[src/rtl/irq_status_agg_pkg.sv]
package irq_status_agg_pkg;
  typedef enum logic [1:0] {
    REG_STATUS = 2'd0,
    REG_MASK   = 2'd1,
    REG_ENSET  = 2'd2,
    REG_ENCLR  = 2'd3
  } reg_sel_e;
endpackage

[src/rtl/isr_evt_map.sv]
module isr_evt_map #(
  parameter int DATA_W  = 32,
  parameter int LOW_EVT = 5,
  localparam int NUM_EVT = LOW_EVT + 1
) (
  input  logic [NUM_EVT-1:0] evt,
  output logic [DATA_W-1:0]  bits
);
  // low events land on their own index, the last one on the top bit
  for (genvar i = 0; i < LOW_EVT; i++) begin : g_low
    assign bits[i] = evt[i];
  end
  for (genvar j = LOW_EVT; j < DATA_W-1; j++) begin : g_rsvd
    assign bits[j] = 1'b0;
  end
  assign bits[DATA_W-1] = evt[LOW_EVT];
endmodule

[src/rtl/isr_status_reg.sv]
module isr_status_reg #(
  parameter int DATA_W = 32,
  parameter logic [DATA_W-1:0] VALID = '1
) (
  input  logic              clk,
  input  logic              rst_n,
  input  logic [DATA_W-1:0] set_bits,
  input  logic              clr_en,
  input  logic [DATA_W-1:0] clr_data,
  output logic [DATA_W-1:0] status_q,
  output logic [DATA_W-1:0] status_d
);
  logic [DATA_W-1:0] clr_bits;
  logic              upd;

  always_comb begin
    clr_bits = clr_en ? (clr_data & VALID) : '0;
    // clear first, then set: an event in the same cycle wins
    status_d = (status_q & ~clr_bits) | (set_bits & VALID);
    upd      = clr_en | (|set_bits);
  end

  always_ff @(posedge clk or negedge rst_n) begin
    if (!rst_n)   status_q <= '0;
    else if (upd) status_q <= status_d;
  end

  p_event_sets_r2: assert property (@(posedge clk) disable iff (!rst_n)
    (|set_bits) |=> ((status_q & $past(set_bits & VALID)) == $past(set_bits & VALID)));

  p_w1c_clears_r3: assert property (@(posedge clk) disable iff (!rst_n)
    (clr_en && set_bits == '0) |=> ((status_q & $past(clr_data & VALID)) == '0));

  p_event_wins_r4: assert property (@(posedge clk) disable iff (!rst_n)
    (clr_en && |(set_bits & clr_data & VALID)) |=>
      ((status_q & $past(set_bits & clr_data & VALID)) != '0));

  p_sticky_r2: assert property (@(posedge clk) disable iff (!rst_n)
    !clr_en |=> ((status_q & $past(status_q)) == $past(status_q)));
endmodule

[src/rtl/isr_mask_reg.sv]
module isr_mask_reg #(
  parameter int DATA_W = 32,
  parameter logic [DATA_W-1:0] VALID = '1
) (
  input  logic              clk,
  input  logic              rst_n,
  input  logic              en_set,
  input  logic              en_clr,
  input  logic [DATA_W-1:0] data,
  output logic [DATA_W-1:0] mask_q,
  output logic [DATA_W-1:0] mask_d
);
  logic [DATA_W-1:0] wbits;
  logic              upd;

  always_comb begin
    wbits  = data & VALID;
    mask_d = mask_q;
    if (en_set) mask_d = mask_d | wbits;
    if (en_clr) mask_d = mask_d & ~wbits;
    upd    = en_set | en_clr;
  end

  always_ff @(posedge clk or negedge rst_n) begin
    if (!rst_n)   mask_q <= VALID;
    else if (upd) mask_q <= mask_d;
  end

  p_mask_set_r6: assert property (@(posedge clk) disable iff (!rst_n)
    (en_set && !en_clr) |=> ((mask_q & $past(data & VALID)) == $past(data & VALID)));

  p_mask_clear_r7: assert property (@(posedge clk) disable iff (!rst_n)
    (en_clr && !en_set) |=> ((mask_q & $past(data & VALID)) == '0));

  p_mask_hold_r5: assert property (@(posedge clk) disable iff (!rst_n)
    (!en_set && !en_clr) |=> $stable(mask_q));
endmodule

[src/rtl/irq_status_agg.sv]
module irq_status_agg
  import irq_status_agg_pkg::*;
#(
  parameter int DATA_W  = 32,
  parameter int LOW_EVT = 5,
  localparam int NUM_EVT = LOW_EVT + 1,
  localparam logic [DATA_W-1:0] VALID =
    {1'b1, {(DATA_W-1-LOW_EVT){1'b0}}, {LOW_EVT{1'b1}}}
) (
  input  logic              clk,
  input  logic              rst_n,
  input  logic              wr_en,
  input  logic [1:0]        wr_addr,
  input  logic [DATA_W-1:0] wr_data,
  input  logic [1:0]        rd_addr,
  output logic [DATA_W-1:0] rd_data,
  input  logic [NUM_EVT-1:0] evt_pulse,
  output logic              irq
);
  logic [DATA_W-1:0] set_bits, status_q, status_d, mask_q, mask_d;
  logic              st_clr, mk_set, mk_clr, irq_d;

  always_comb begin
    st_clr = wr_en && (reg_sel_e'(wr_addr) == REG_STATUS);
    mk_set = wr_en && (reg_sel_e'(wr_addr) == REG_ENSET);
    mk_clr = wr_en && (reg_sel_e'(wr_addr) == REG_ENCLR);
  end

  isr_evt_map #(.DATA_W(DATA_W), .LOW_EVT(LOW_EVT)) u_map (
    .evt  (evt_pulse),
    .bits (set_bits)
  );

  isr_status_reg #(.DATA_W(DATA_W), .VALID(VALID)) u_status (
    .clk      (clk),
    .rst_n    (rst_n),
    .set_bits (set_bits),
    .clr_en   (st_clr),
    .clr_data (wr_data),
    .status_q (status_q),
    .status_d (status_d)
  );

  isr_mask_reg #(.DATA_W(DATA_W), .VALID(VALID)) u_mask (
    .clk    (clk),
    .rst_n  (rst_n),
    .en_set (mk_set),
    .en_clr (mk_clr),
    .data   (wr_data),
    .mask_q (mask_q),
    .mask_d (mask_d)
  );

  // irq is registered from next-state values so it moves with status and mask
  always_comb irq_d = |(status_d & mask_d);

  always_ff @(posedge clk or negedge rst_n) begin
    if (!rst_n) irq <= 1'b0;
    else        irq <= irq_d;
  end

  always_comb begin
    unique case (reg_sel_e'(rd_addr))
      REG_STATUS: rd_data = status_q;
      REG_MASK:   rd_data = mask_q;
      default:    rd_data = '0;
    endcase
  end

  p_irq_level_r9: assert property (@(posedge clk) disable iff (!rst_n)
    irq == |(status_q & mask_q));

  p_rsvd_zero_r8: assert property (@(posedge clk) disable iff (!rst_n)
    (rd_data & ~VALID) == '0);
endmodule

[config.mk]
export PLATFORM = sky130hd
export DESIGN_NAME = irq_status_agg
export DESIGN_NICKNAME = d
export VERILOG_FILES = /design/src/rtl/irq_status_agg_pkg.sv /design/src/rtl/isr_evt_map.sv /design/src/rtl/isr_status_reg.sv /design/src/rtl/isr_mask_reg.sv /design/src/rtl/irq_status_agg.sv
export SDC_FILE = /design/constraint.sdc
export NUM_CORES = 1
export LEC_CHECK = 0
export ABC_AREA = 1
export BUFFER_PORTS_ARGS = -buffer_cell sky130_fd_sc_hd__buf_2
export CAP_MARGIN = 25
export CORE_MARGIN = 8
export CORE_UTILIZATION = 45
export CTS_BUF_LIST = sky130_fd_sc_hd__clkbuf_4 sky130_fd_sc_hd__clkbuf_8
export CTS_CLUSTER_SIZE = 12
export DETAILED_ROUTE_END_ITERATION = 8
export GPL_TIMING_DRIVEN = 0
export PLACE_DENSITY = 0.72
export SYNTH_ARGS = -nofsm -noshare
export SYNTH_HDL_FRONTEND = slang
export SYNTH_HIERARCHICAL = 1
export SYNTH_SLANG_ARGS = --single-unit
[constraint.sdc]
create_clock -name clk -period 2.8 [get_ports clk]
set_clock_uncertainty 0.1 [all_clocks]
set_input_delay 0.28 -clock clk [delete_from_list [all_inputs] [get_ports clk]]
set_output_delay 0.28 -clock clk [all_outputs]
set_load 0.01 [all_outputs]
Word-level counts from Yosys, hierarchy flattened:

Cells that the tools add are included.

* register bits: 65
* input bits: 45
* output and inout bits: 33
* logic and storage cells: 26
* bits in latches: 0
* RAM bits: 0
* ROM bits: 0
* memories kept: 0

* $lt $le $gt $ge: 0
* $add $sub $neg: 0
* shifts and indexed selects: 0
* bitwise operators: 9
* reductions and logical operators: 7
* equal/unequal tests: 3
* multiplexer cells: 4
* multiply operators: 0
* divide/modulo/power cells: 0

Operators with widths (number)
* $and A32 B32 Y32: 3
* $mux W32: 3
* $not A32 Y32: 2
* $or A32 B32 Y32: 2
* $pmux W32 S2: 1
* $reduce_or A32 Y1: 1
* $reduce_or A6 Y1: 1
* $eq A2 B2 Y1 const B: 2
* $logic_not A2 Y1: 2
* $logic_and A1 B1 Y1: 3
* $eq A2 B1 Y1 const B: 1
* $or A1 B1 Y1: 2

Longest topological paths before layout:

Gate-level depths: netlist of the first run.

* word-level depth: 8
* depth in mapped cells: 12
* mapped depth without buffers: 12

Modules after synthesis:

Netlist of the first run, hierarchy kept.

By module, submodules not included
* irq_status_agg: area each 912.1 µm², times used 1, cells an instance 178
* isr_mask_reg: area each 709.4 µm², times used 1, cells an instance 101
* isr_status_reg: area each 656.9 µm², times used 1, cells an instance 89
* isr_evt_map: area each 244.0 µm², times used 1, cells an instance 33

Least setup slack after synthesis of the first run:

OpenSTA, ideal clock, no wires.

* kind: input to register
* from: input port wr_addr[1]
* to: register irq
* setup time: 119 ps
* data required time: 2581 ps
* stages on the path: 10
* path buffers: 0
* arrival: 1231 ps
* setup slack: 1351 ps
* path through: nor3_1 -> nand2_1 -> nand2_1 -> nand2_1 -> nand2_1 -> nand2_1 -> nor2_1 -> nand2_1 -> nor2_1 -> nand2_1

* word-level cells in the longest chain between the ends: 8
* elaborated cells on any way between the ends: 15

RTL lines
* start, declared: line irq_status_agg.sv:13 `input logic [1:0] wr_addr,`
* $logic_not A2 Y1: line irq_status_agg.sv:24 `st_clr = wr_en && (reg_sel_e'(wr_addr) == REG_STATUS);`
* $logic_and A1 B1 Y1: line irq_status_agg.sv:24
* $mux W32: line isr_status_reg.sv:17 `clr_bits = clr_en ? (clr_data & VALID) : '0;`
* $not A32 Y32: line isr_status_reg.sv:19 `status_d = (status_q & ~clr_bits) | (set_bits & VALID);`
* $and A32 B32 Y32: line isr_status_reg.sv:19
* $or A32 B32 Y32: line isr_status_reg.sv:19
* net status_d[2]: line irq_status_agg.sv:20 `logic [DATA_W-1:0] set_bits, status_q, status_d, mask_q, mask_d;`
* $and A32 B32 Y32: line irq_status_agg.sv:55 `always_comb irq_d = |(status_d & mask_d);`
* $reduce_or A32 Y1: line irq_status_agg.sv:55
* net irq_d: line irq_status_agg.sv:21 `logic st_clr, mk_set, mk_clr, irq_d;`
* end signal, assigned: line irq_status_agg.sv:59 `else irq <= irq_d;`
* end, declared: line irq_status_agg.sv:18 `output logic irq`

The timed path passes the listed nets, and every way through them passes these cells.
A chain may end at the register's enable or synchronous reset.

Final worst setup path of the first run:

* from: input port wr_addr[1]
* to: register irq

* word-level cells in the longest chain between the ends: 8
* elaborated cells on any way between the ends: 15

RTL lines (line)
* $logic_not A2 Y1: irq_status_agg.sv:24
* $logic_and A1 B1 Y1: irq_status_agg.sv:24
* net st_clr: irq_status_agg.sv:21
* $mux W32: isr_status_reg.sv:17
* $not A32 Y32: isr_status_reg.sv:19
* $and A32 B32 Y32: isr_status_reg.sv:19
* $or A32 B32 Y32: isr_status_reg.sv:19
* net status_d[4]: irq_status_agg.sv:20
* $and A32 B32 Y32: irq_status_agg.sv:55
* $reduce_or A32 Y1: irq_status_agg.sv:55
* net irq_d: irq_status_agg.sv:21

The timed path passes the listed nets, and every way through them passes these cells.

==> run_results.csv, run 1 <==
group,metric,value,unit
synthesis,avgSynthCellArea,6.21,um^2
timing,slew_headroom,45.6,%
run_status,status,"complete, no violations",
critical_path,crit_required,2840,ps
place,port_buffers,18,
clock_tree,cts_tree,"built",
clock_tree,clockRootBuffer,"clkbuf_8",
worst_hold_path,whs_path_depth,3,
grt,grt_pass1_wl,7000,um
power_and_ir_drop,total_power,0.771,mW
final_layout,fillers,526,
job,drv_cap,0,
clock_tree,cts_max_level,1,
place,place_congestion,0.776,
synthesis,netlist_instances,374,
grt,overflow,0,
timing,timing.fmax,570,MHz
drt,ant_nets,0,
clock_tree,clkSinkCount,13,
clock_tree,cts-resized-gates,0,
die,dieHeight,87.9,um
worst_hold_path,holdCritPathClass,"input pin to flop",
timing,slew_viol_final,0,
die,ioPinCount,78,
die,rows,26,
timing,finalSetupViolations,0,
critical_path,regToRegSetupSlack,1590,ps
drt,routed_via_density,3.50,
final_layout,layout_commonest_cell,"buf_4",
drt,route.detailed.drc,0,
power_and_ir_drop,p_leak,1.79,nW
timing,hold_viol_final,0,
clock_tree,worst_skew_pair.late_latency,250,ps
place,placed_area,2880,um^2
power_and_ir_drop,vdd_ir_drop_max,0.168,mV
timing,rsz0062_at_grt,"no",
final_layout,syn2layout_area_growth,26.7,%
place,hpwl,3500,um
clock_tree,cts_max_path_buffers,2,
final_layout,final_area,2940,um^2
drt,first_pass_iters,4,
grt,antenna_found_initial,0,
drt,drtIter0Drc,45,
timing,worstMarginPinSlew,810,ps
power_and_ir_drop,power_density,262,nW/um^2
die,dieArea,7720,um^2
final_layout,drive_above_1_share,34.7,%
grt,grt_max_degree,14,
die,initial_core_util,46.1,%
synthesis,syn_area,2320,um^2
final_layout,diodes,0,
timing,fin_crit_sh,62.6,%
clock_tree,path_clk_slew,60,ps
critical_path,r2r_cells,10,
timing,tns,0,ps
die,coreArea,5040,um^2
timing,period_minus_slack,1750,ps
synthesis,yosysWarnings,6,
drt,wl_per_cell,7.19,um
final_layout,final_cell_mix,"buf_4 (110), conb_1 (104), nand2_1 (103)",
drt,num_vias,1992,
drt,routed_wl,4090,um
critical_path,critPathLaunchType,"input pin",
clock_tree,cts_setup_buffers,0,
timing,fin_hold_ws,124,ps
critical_path,arrival,1790,ps
clock_tree,cts_made_buffers,3,
die,die_w,87.9,um
grt,track_usage,11.3,%
clock_tree,cts_hold_buf,1,
final_layout,nets,545,
critical_path,crit_path_end_kind,"flop",
grt,grt_pass1_vias,1681,
critical_path,crit_path_max_fanout,6,
critical_path,criticalPathCategory,"input pin to flop",
## layout make-up
| class | count | area, um^2 | share of cell area [%] |
|---|---|---|---|
| timing repair buffer | 19 | 100 | 3.40 |
| multi-input combinational | 285 | 1270 | 43.1 |
| clock buffer | 4 | 48.8 | 1.66 |
| buffer | 120 | 887 | 30.1 |
| sequential | 13 | 333 | 11.3 |
| tap | 70 | 87.6 | 2.98 |
| inverter | 58 | 218 | 7.40 |
## sequential cells by signal, summed over array words and instances, names as in the netlist
register / flops
u_mask/mask_q: 6
u_status/status_q: 6
irq: 1
## path summary, 6_finish.rpt
path,start,to
max in group asynchronous,rst_n,u_mask/mask_q[4]
worst min register to register,u_status/status_q[2],u_status/status_q[2]
worst max-delay path,wr_addr[1],irq
worst max register to register,u_mask/mask_q[2],irq
min in group asynchronous,rst_n,u_status/status_q[3]
worst min-delay path,evt_pulse[1],u_status/status_q[1]
## per-layer routing
metal,vias up,share of wire (%),track usage [%],wire [um]
met5,-,0,0,0
met4,0,1.3,4.22,55
met3,4,7.6,2.25,309
met2,39,48,19.8,1960
met1,796,43,13.0,1770
li1,1153,-,-,-
## worst max-delay path, cell delays in order
cell and delay (ps):
buf_2 110, nor3_1 670, nand2_1 110, nand2_1 110, nand2_1 50, nand2_1 60, nand2_1 50, nor2_1 90
nand2_1 50, nor2_1 130, nand2_1 60
## report_power, final
part           internal, mW  switching (mW)  total [mW]
clock                 0.111          0.0742       0.185
combinational         0.177           0.180       0.356
sequential            0.220         0.00962       0.230
total                 0.507           0.264       0.771
## through the flow
| stage | setup slack [ps] | cells | util (%) |
|---|---|---|---|
| after floorplan | 1350 | 476 | - |
| after global placement | 790 | 564 | 57.2 |
| after detailed placement | 754 | 564 | 57.2 |
| after CTS | 1020 | 569 | 58.4 |
| after global routing | 861 | 569 | 58.4 |
| final | 1050 | 569 | 58.4 |
Note: power is estimated with default switching activity, not from simulation.
==> inputs of run 2 (changes only) <==
--- a/config.mk
+++ b/config.mk
@@ -14,7 +14,7 @@
 export CTS_CLUSTER_SIZE = 12
 export DETAILED_ROUTE_END_ITERATION = 8
 export GPL_TIMING_DRIVEN = 0
-export PLACE_DENSITY = 0.72
+export PLACE_DENSITY = 0.74
 export SYNTH_ARGS = -nofsm -noshare
 export SYNTH_HDL_FRONTEND = slang
 export SYNTH_HIERARCHICAL = 1
==> constraint.sdc (replaced) <==
create_clock -name clk -period 1.5 [get_ports clk]
set_clock_uncertainty 0.1 [all_clocks]
set_input_delay 0.15 -clock clk [delete_from_list [all_inputs] [get_ports clk]]
set_output_delay 0.15 -clock clk [all_outputs]
set_load 0.01 [all_outputs]
==> run_results.csv, run 2 (synthesis results as in run 1) <==
group,metric,value,unit
critical_path,crit_path_end_kind,"output pin",
place,port_buffers,18,
drt,routed_wl,4160,um
clock_tree,cts_max_path_buffers,2,
power_and_ir_drop,p_leak,1.79,nW
timing,rsz0062_at_grt,"no",
critical_path,crit_slowest_cell,"dfstp_2",
drt,first_pass_iters,4,
final_layout,stdcell_count,568,
grt,antenna_found_initial,0,
drt,drtIter0Drc,30,
clock_tree,cts_tree,"built",
die,die_w,87.9,um
critical_path,crit_buf_inv,1,
drt,routed_via_density,3.54,
drt,wl_per_cell,7.33,um
die,initial_core_util,46.1,%
die,coreArea,5040,um^2
timing,finalSetupViolations,0,
critical_path,crit_path_max_fanout,2,
final_layout,final_area,2950,um^2
final_layout,layout_commonest_cell,"buf_4",
power_and_ir_drop,total_power,1.43,mW
drt,route.detailed.drc,0,
critical_path,r2r-start,"u_mask/mask_q[2]",
die,rows,26,
critical_path,path_delay_family,"flip-flops",
timing,period_minus_slack,1330,ps
drt,num_vias,2009,
die,dieHeight,87.9,um
final_layout,drive_above_1_share,35.1,%
die,ioPinCount,78,
grt,grt_pass1_vias,1786,
timing,fin_hold_ws,3.10,ps
clock_tree,path_clk_slew,60,ps
clock_tree,cts_made_buffers,3,
clock_tree,worst_skew_pair.late_latency,240,ps
grt,grt_pass1_wl,7210,um
final_layout,syn2layout_area_growth,27.1,%
power_and_ir_drop,power_density,483,nW/um^2
clock_tree,cts_setup_buffers,0,
worst_hold_path,holdCritPathClass,"input pin to flop",
clock_tree,clockRootBuffer,"clkbuf_8",
critical_path,critPathLaunchType,"flop",
worst_hold_path,min_from,"evt_pulse[1]",
timing,timing.fmax,749,MHz
final_layout,nets,544,
timing,fin_crit_sh,89.0,%
job,drv_cap,0,
final_layout,diodes,0,
timing,tns,0,ps
place,place_inst,564,
critical_path,worst_path_largest_cell_delay,530,ps
timing,slew_viol_final,0,
critical_path,crit_path_start,"u_mask/mask_q[1]",
critical_path,crit_required,1250,ps
clock_tree,cts_max_level,1,
run_status,status,"complete, no violations",
die,dieArea,7720,um^2
clock_tree,clkSinkCount,13,
place,placed_area,2880,um^2
place,place_congestion,0.771,
critical_path,arrival,1080,ps
final_layout,final_cell_mix,"buf_4 (110), conb_1 (104), nand2_1 (103)",
grt,grt_max_degree,14,
place,hpwl,3540,um
grt,track_usage,11.4,%
power_and_ir_drop,vdd_ir_drop_max,0.487,mV
critical_path,criticalPathCategory,"flop to output pin",
grt,overflow,0,
drt,ant_nets,0,
timing,hold_viol_final,0,
critical_path,path_cells,"nand3_1 -> o21ai_2 -> buf_2",
final_layout,top_regs,"u_mask/mask_q x6, u_status/status_q x6, irq x1",
[run 2: changes by cell type in the layout (fill, tap and decap cells not counted)]
cell	change
nor2_2	+1
nor3_4	+1
nor3_1	-1
nor2_1	-1
clkbuf_1	-1
[run 2: final timing paths]
kind,depth (start not counted),endpoint,slack [ps]
max,3,rd_data[1],170
min,3,u_status/status_q[1],3
max reg2reg,10,irq,280
min reg2reg,2,u_status/status_q[0],390
max in group asynchronous,2,u_mask/mask_q[1],790
min in group asynchronous,2,u_status/status_q[1],230
[run 2: stage by stage]
step,util (%),setup WS [ps]
finish,58.6,165
global route,58.6,9.07
CTS,58.5,73.3
detailed placement,57.2,-356
global placement,57.2,-349
floorplan,-,181
[run 2: cell type report]
class                   count  area (um^2)
multi-input cells         285         1280
flip-flops and latches     13          333
plain buffers             119          883
well taps                  70         87.6
repair buffers             19          100
inverters                  58          218
fillers                   507         2090
clock buffers               4         48.8
[run 2: timing repair]
action / 4_1_cts / 5_1_grt
hold endpoints to repair: 13 / 0
gates resized for setup: 1 / 2
hold buffers: 1 / 0
endpoints found under the setup margin: 1 / 7
[run 2: tightest hold or removal path, stage by stage]
cell	delay, ps
buf_4	80
inv_1	40
nand2_1	50
[run 2: layer usage]
metal | vias up | global-route usage [%] | wire length [um]
li1 | 1152 | - | -
met1 | 824 | 12.0 | 1670
met2 | 31 | 22.0 | 2210
met3 | 2 | 2.53 | 269
met4 | 0 | 2.81 | 17
met5 | - | 0 | 0
[run 2: report_power, final]
| group | internal, mW | total (mW) | switching (mW) | leakage, nW |
|---|---|---|---|---|
| Combinational | 0.330 | 0.668 | 0.338 | 1.64 |
| Clock | 0.206 | 0.329 | 0.123 | 0.0262 |
| Sequential | 0.411 | 0.428 | 0.0174 | 0.127 |
==> inputs of run 3 (changes only) <==
--- a/config.mk
+++ b/config.mk
@@ -14,7 +14,7 @@
 export CTS_CLUSTER_SIZE = 12
 export DETAILED_ROUTE_END_ITERATION = 8
 export GPL_TIMING_DRIVEN = 0
-export PLACE_DENSITY = 0.74
+export PLACE_DENSITY_LB_ADDON = 0.12
 export SYNTH_ARGS = -nofsm -noshare
 export SYNTH_HDL_FRONTEND = slang
 export SYNTH_HIERARCHICAL = 1
==> constraint.sdc (replaced) <==
create_clock -name clk -period 1.5 [get_ports clk]
set_clock_uncertainty 0.1 [all_clocks]
set_input_delay 0.3 -clock clk [delete_from_list [all_inputs] [get_ports clk]]
set_output_delay 0.3 -clock clk [all_outputs]
set_load 0.01 [all_outputs]
==> run_results.csv, run 3 (synthesis results as in run 1) <==
group,metric,value,unit
die,coreArea,5040,um^2
critical_path,crit_path_start,"u_mask/mask_q[1]",
final_layout,nets,545,
timing,hold_viol_final,0,
place,port_buffers,18,
drt,route.detailed.drc,0,
critical_path,path_cells,"nand3_2 -> o21ai_2 -> buf_2",
grt,grt_max_degree,15,
critical_path,r2r_cells,10,
critical_path,arrival,1090,ps
power_and_ir_drop,total_power,1.46,mW
final_layout,layout_commonest_cell,"buf_4",
final_layout,top_regs,"u_mask/mask_q x6, u_status/status_q x6, irq x1",
critical_path,criticalPathCategory,"flop to output pin",
drt,first_pass_iters,3,
place,placed_area,2880,um^2
clock_tree,clockRootBuffer,"clkbuf_8",
drt,num_vias,2008,
critical_path,critPathLaunchType,"flop",
timing,slew_viol_final,0,
critical_path,worst_path_largest_cell_delay,540,ps
grt,grt_pass1_wl,7190,um
critical_path,crit_path_end_kind,"output pin",
critical_path,regToRegSetupSlack,270,ps
die,die_w,87.9,um
die,initial_core_util,46.1,%
grt,antenna_found_initial,0,
drt,routed_via_density,3.53,
run_status,status,"complete, no violations",
timing,fin_crit_sh,99.3,%
timing,tns,0,ps
grt,overflow,0,
drt,routed_wl,4200,um
timing,finalSetupViolations,0,
drt,wl_per_cell,7.39,um
drt,ant_nets,0,
grt,track_usage,11.6,%
final_layout,final_util,59.8,%
critical_path,crit_buf_inv,1,
die,dieHeight,87.9,um
final_layout,final_cell_mix,"buf_4 (112), conb_1 (104), nand2_1 (100)",
place,place_congestion,0.754,
die,ioPinCount,78,
die,dieArea,7720,um^2
drt,drtIter0Drc,21,
critical_path,crit_cells,3,
critical_path,crit_slowest_cell,"dfstp_2",
job,drv_cap,0,
critical_path,crit_required,1100,ps
timing,timing.fmax,671,MHz
final_layout,drive_above_1_share,37.7,%
critical_path,crit_end,"rd_data[1]",
clock_tree,cts_max_path_buffers,2,
clock_tree,worst_skew_pair.late_latency,250,ps
final_layout,diodes,0,
final_layout,syn2layout_area_growth,29.7,%
place,hpwl,3540,um
final_layout,final_area,3010,um^2
grt,grt_pass1_vias,1754,
critical_path,r2r-start,"u_mask/mask_q[2]",
timing,rsz0062_at_grt,"yes",
timing,period_minus_slack,1490,ps
clock_tree,cts_max_level,1,
power_and_ir_drop,power_density,484,nW/um^2
worst_hold_path,holdCritPathClass,"input pin to flop",
critical_path,crit_path_max_fanout,2,
power_and_ir_drop,vdd_ir_drop_max,0.246,mV
clock_tree,cts_tree,"built",
clock_tree,clkSinkCount,13,
critical_path,path_delay_family,"flip-flops",
clock_tree,cts_made_buffers,3,
power_and_ir_drop,p_leak,1.80,nW
die,rows,26,
clock_tree,path_clk_slew,60,ps
critical_path,regToRegEndpoint,"irq",
run 3: cell types whose count changed in the layout (fill, tap and decap cells not counted), sizes merged:
cell | previous run | this run
clkbuf | 10 | 9
inv | 58 | 57
buf | 131 | 133
clkinvlp | 0 | 1
run 3: worst min-delay path by stage:
| stage | cells past startpoint | endpoint | slack (ps) | startpoint |
|---|---|---|---|---|
| finish | 3 | u_status/status_q[0] | 140 | evt_pulse[0] |
| global route | 3 | u_status/status_q[0] | 150 | evt_pulse[0] |
| CTS | 3 | u_status/status_q[0] | 150 | evt_pulse[0] |
| detailed placement | 1 | u_status/status_q[3] | 110 | rst_n |
| global placement | 1 | u_status/status_q[3] | 110 | rst_n |
| floorplan | 0 | irq | -100 | rst_n |
run 3: layout make-up:
class                   instances  area [um^2]
clock buffers                   4         48.8
inverters                      58          221
plain buffers                 118          873
repair buffers                 21          131
flip-flops and latches         13          333
fillers                       520         2030
well taps                      70         87.6
multi-input cells             285         1320
run 3: what timing repair did:
item                                    in CTS  in global routing
pin swaps                                    1                 13
endpoints found under the setup margin       7                  7
endpoints found under the hold margin        7                  0
setup buffers                                0                  2
gates resized for setup                      6                 16
hold buffers                                 1                  0
run 3: worst reg2reg max path: cells and delay by family, from the launching register on:
kind	cells	cell delay, ps
and+or+nand+nor	8	580
DFF	1	360
buffers and inverters	2	80
run 3: per-stage QoR:
step | setup slack [ps] | std cells | hold slack, ps
after global routing | -21.1 | 569 | 149
after floorplan | 30.6 | 476 | -95.6
after detailed placement | -605 | 564 | 108
after CTS | 0.198 | 567 | 146
after global placement | -566 | 564 | 106
final | 10.3 | 569 | 145
run 3: report_power, final:
part           internal [mW]  leakage [nW]  switching [mW]
sequential             0.411         0.127          0.0221
clock                  0.206        0.0262           0.138
combinational          0.340          1.65           0.342
total                  0.957          1.80           0.502
run 3: routing by layer:
layer	wire [um]	GRT usage [%]	part of all wire, %	vias to the layer above
li1	-	-	-	1153
met5	0	0	0	-
met1	1730	12.1	41	817
met3	290	2.91	6.9	5
met2	2130	21.5	51	33
met4	56	5.00	1.3	0
